===== src/rtl/cart_gpio_port.sv =====
module cart_gpio_port #(
  parameter int ADDR_W = 24,
  parameter int DATA_W = 16,
  parameter int PINS = 3,
  parameter logic [ADDR_W-1:0] VAL_OFS = 'hC4,
  parameter logic [ADDR_W-1:0] DIR_OFS = 'hC6,
  parameter logic [ADDR_W-1:0] MODE_OFS = 'hC8
) (
  input  logic              clk,
  input  logic              rst_n,
  input  logic [ADDR_W-1:0] bus_addr,
  input  logic              wr_strobe,
  input  logic [DATA_W-1:0] wr_data,
  input  logic              rd_en,
  input  logic [DATA_W-1:0] flash_rdata,
  output logic [DATA_W-1:0] rd_data,
  input  logic [PINS-1:0]   pin_in,
  output logic [PINS-1:0]   pin_out,
  output logic [PINS-1:0]   pin_oe,
  input  logic              rtc_irq,
  output logic              cart_irq_n
);

  localparam int PAD_W = DATA_W - PINS;

  logic [PINS-1:0] val_q, dir_q, pin_level;
  logic            mode_q;
  logic            hit_val, hit_dir, hit_mode;
  logic            unused_hi;

  assign hit_val  = (bus_addr == VAL_OFS);
  assign hit_dir  = (bus_addr == DIR_OFS);
  assign hit_mode = (bus_addr == MODE_OFS);
  assign unused_hi = ^wr_data[DATA_W-1:PINS];

  always_ff @(posedge clk or negedge rst_n) begin
    if (!rst_n) begin
      val_q  <= '0;
      dir_q  <= '0;
      mode_q <= 1'b0;
    end else if (wr_strobe) begin
      if (hit_val)  val_q  <= wr_data[PINS-1:0];
      if (hit_dir)  dir_q  <= wr_data[PINS-1:0];
      if (hit_mode) mode_q <= wr_data[0];
    end
  end

  for (genvar i = 0; i < PINS; i++) begin : g_pin
    assign pin_level[i] = dir_q[i] ? val_q[i] : pin_in[i];
  end

  always_comb begin
    rd_data = flash_rdata;
    if (rd_en && mode_q) begin
      if (hit_val)       rd_data = {{PAD_W{1'b0}}, pin_level};
      else if (hit_dir)  rd_data = {{PAD_W{1'b0}}, dir_q};
      else if (hit_mode) rd_data = {{(DATA_W-1){1'b0}}, mode_q};
    end
  end

  assign pin_out    = val_q;
  assign pin_oe     = dir_q;
  assign cart_irq_n = ~rtc_irq;

endmodule



===== config.mk =====
export PLATFORM = sky130hd
export DESIGN_NAME = cart_gpio_port
export DESIGN_NICKNAME = d
export VERILOG_FILES = /design/src/rtl/cart_gpio_port.sv
export SDC_FILE = /design/constraint.sdc
export NUM_CORES = 1
export LEC_CHECK = 0
export BUFFER_PORTS_ARGS = -buffer_cell sky130_fd_sc_hd__clkbuf_2
export CAP_MARGIN = 20
export CORE_AREA = 5 5 53 55
export DETAILED_ROUTE_END_ITERATION = 10
export DIE_AREA = 0 0 58 60
export PLACE_DENSITY_LB_ADDON = 0.2
export REMOVE_ABC_BUFFERS = 1
export SYNTH_ARGS = -nofsm -noshare
export SYNTH_HDL_FRONTEND = slang
export SYNTH_SLANG_ARGS = --single-unit

===== constraint.sdc =====
create_clock -name clk -period 2.6 [get_ports clk]
set_input_delay 0.52 -clock clk [delete_from_list [all_inputs] [get_ports clk]]
set_output_delay 0.52 -clock clk [all_outputs]
set_load 0.03 [all_outputs]

==> impl_metrics.tcl <==
set metrics [dict create \
    outcome "completed" \
    crit_required_ps 2080 \
    hold_viol_final 0 \
    grt_use_met3_pct 2.59 \
    ys_ff_latch 7 \
    drtIter0Drc 15 \
    synth_edf_count 0 \
    avgSynthCellArea_um2 9.20 \
    clk_pin_slew_ps 50 \
    fp.dieW_um 58 \
    cts_sinks 7 \
    grt-busiest-layer "met2" \
    core_area_um2 2340 \
    syn_to_final_growth_pct 81.1 \
    pre_cts_slack_ps -87.2 \
    leakagePower_nw 0.686 \
    yosysWarningCount 0 \
    drtPass1Iterations 3 \
    cts-root-buf "clkbuf_4" \
    critPathKind "primary input to primary output" \
    post-route-util_pct 52.6 \
    critPathLaunchType "primary input" \
    synth.cell_area_um2 681 \
    use_met1_pct 13.1 \
    io_pins 87 \
    synth.area.top_cells "dfrtp_1, nor2b_1, mux2_1" \
    dpl.hpwl_mm 2.04 \
    cellPowerDensity_nw_per_um2 266 \
    final.setup_skew_ps 0 \
    yosys.cell_count.top_type "nor2b_1" \
    insertion_delay_ps 250 \
    gp_congestion 0.767 \
    grt_pass1_vias 874 \
    async_flop_share_pct 100 \
    vias_per_cell 4.78 \
    synth_cell_types 27 \
    arrival_ps 2050 \
    start_util_pct 29.1 \
    wl_mm 2.35 \
    grt_max_degree 15 \
    hp-class "primary input to async pin" \
    synth_seq_area_share_pct 25.7 \
    ir_worst_vdd_mv 0.276 \
    antenna_found_initial 0 \
    syn_inst 74 \
    worst_slack_ps 27.8 \
    grt_overflow_total 0 \
    tightest_slew_ps 318 \
    critPathCaptureType "primary output" \
    die-area_um2 3480 \
    antenna_cells 0 \
    crit_fanout 7 \
    grt_use_total_pct 13.0 \
    cap_violations 0 \
    drv_slew 0 \
    cts_tree "done" \
    clock_path_buffers 2 \
    slew_headroom_pct 78.6 \
    final_nets 222 \
    drive_above_1_share_pct 63.7 \
    vias 894 \
    synth_top_cell_by_area "dfrtp_1" \
    rsz0062_at_grt "true" \
    ys.flop_type "dfrtp_1" \
    fin_crit_ps 2570 \
    portBuffers 73 \
    cts_made_buffers 3 \
    period_share_pct 98.9 \
    max_freq_mhz 389 \
    netlist_top_cells_count "nor2b_1, dfrtp_1, inv_1" \
    finalPower_mw 0.327 \
    setup_viol 0 \
    wire_per_inst_um 12.6 \
    synth_top_area_share_pct 25.7 \
    grtUsageMet2_pct 25.0 \
    postRouteAntennaNets 0 \
    die_h_um 60 \
    drt_drc_violations_left 0 \
    cts_max_level 1 \
    grt_pass1_wl_mm 3.51 \
    fp-row-count 18 \
]
==> where the power goes <==
part           total [mW]  switching (mW)  internal (mW)
combinational       0.123          0.0641         0.0589
clock              0.0952          0.0368         0.0584
sequential          0.109     0.000000171          0.109
==> timing repair <==
| action | in CTS | in global routing |
|---|---|---|
| pin swaps | 1 | 3 |
| buffers inserted | 0 | 0 |
| hold buffers | 0 | 0 |
| gates resized for setup | 4 | 48 |
| hold endpoints to repair | 0 | 0 |
| endpoints found under the setup margin | 15 | 16 |
| cloned | 0 | 1 |
==> cell families after synthesis <==
kind of cell / Yosys count / synth area share (%)
simple gates: 36 / 42.3
compound gates: 14 / 12.7
buf+inv: 10 / 7.72
mux: 7 / 11.6
flops: 7 / 25.7
==> critical path, cell delays in order <==
cell      delay (ps)
clkbuf_2          80
or4_4            560
nor3_4           190
nor4b_4          280
buf_4            200
nor2b_1           50
buf_4            160
==> layout by cell type (no fill, tap or decap), drive strengths merged, types with 2 or more instances in the layout <==
cell and instances:
a31oi 4, inv 7, buf 23, nand4 2, dfrtp 7, mux2 7, nor2 2, nor2b 15
a21oi 2, o22ai 3, clkbuf 63, nor4 5, o21ai 3, or4 3
==> stage by stage <==
step                TNS [ps]  instance area (µm²)  instances  hold slack, ps
detailed placement     -1060                 1120        182             364
global route            -273                 1230        187             100
floorplan              -33.0                  654         71             224
CTS                    -41.0                 1160        186            92.4
global placement        -407                 1120        182             360
finish                     0                 1230        187            96.7
==> cell type report <==
type / count / area (µm²)
clock buffer: 4 / 26.3
fill: 237 / 1110
inverter: 7 / 26.3
multi-input combinational: 57 / 492
sequential: 7 / 175
tap: 30 / 37.5
timing repair buffer: 82 / 475
==> per-layer routing <==
layer,up-vias,wire [µm]
li1,440,-
met2,45,1230
met4,0,27
met1,405,861
met3,4,238
met5,-,0
==> sequential cells by signal, indices dropped and copies added, names as in the netlist <==
name / flops
mode_q: 1
pin_out: 3
pin_oe: 3
==> path summary, 6_finish.rpt <==
check,start,to,slack [ps],cells after the start
max reg2reg,pin_oe[2],pin_oe[2],1790,1
min,rst_n,pin_out[1],100,1
max,bus_addr[13],rd_data[3],30,7
max in group asynchronous,rst_n,pin_oe[0],2340,1
min in group clk,wr_data[2],pin_oe[2],510,2
min reg2reg,pin_out[1],pin_out[1],520,1
(Power assumes the default switching activity.)
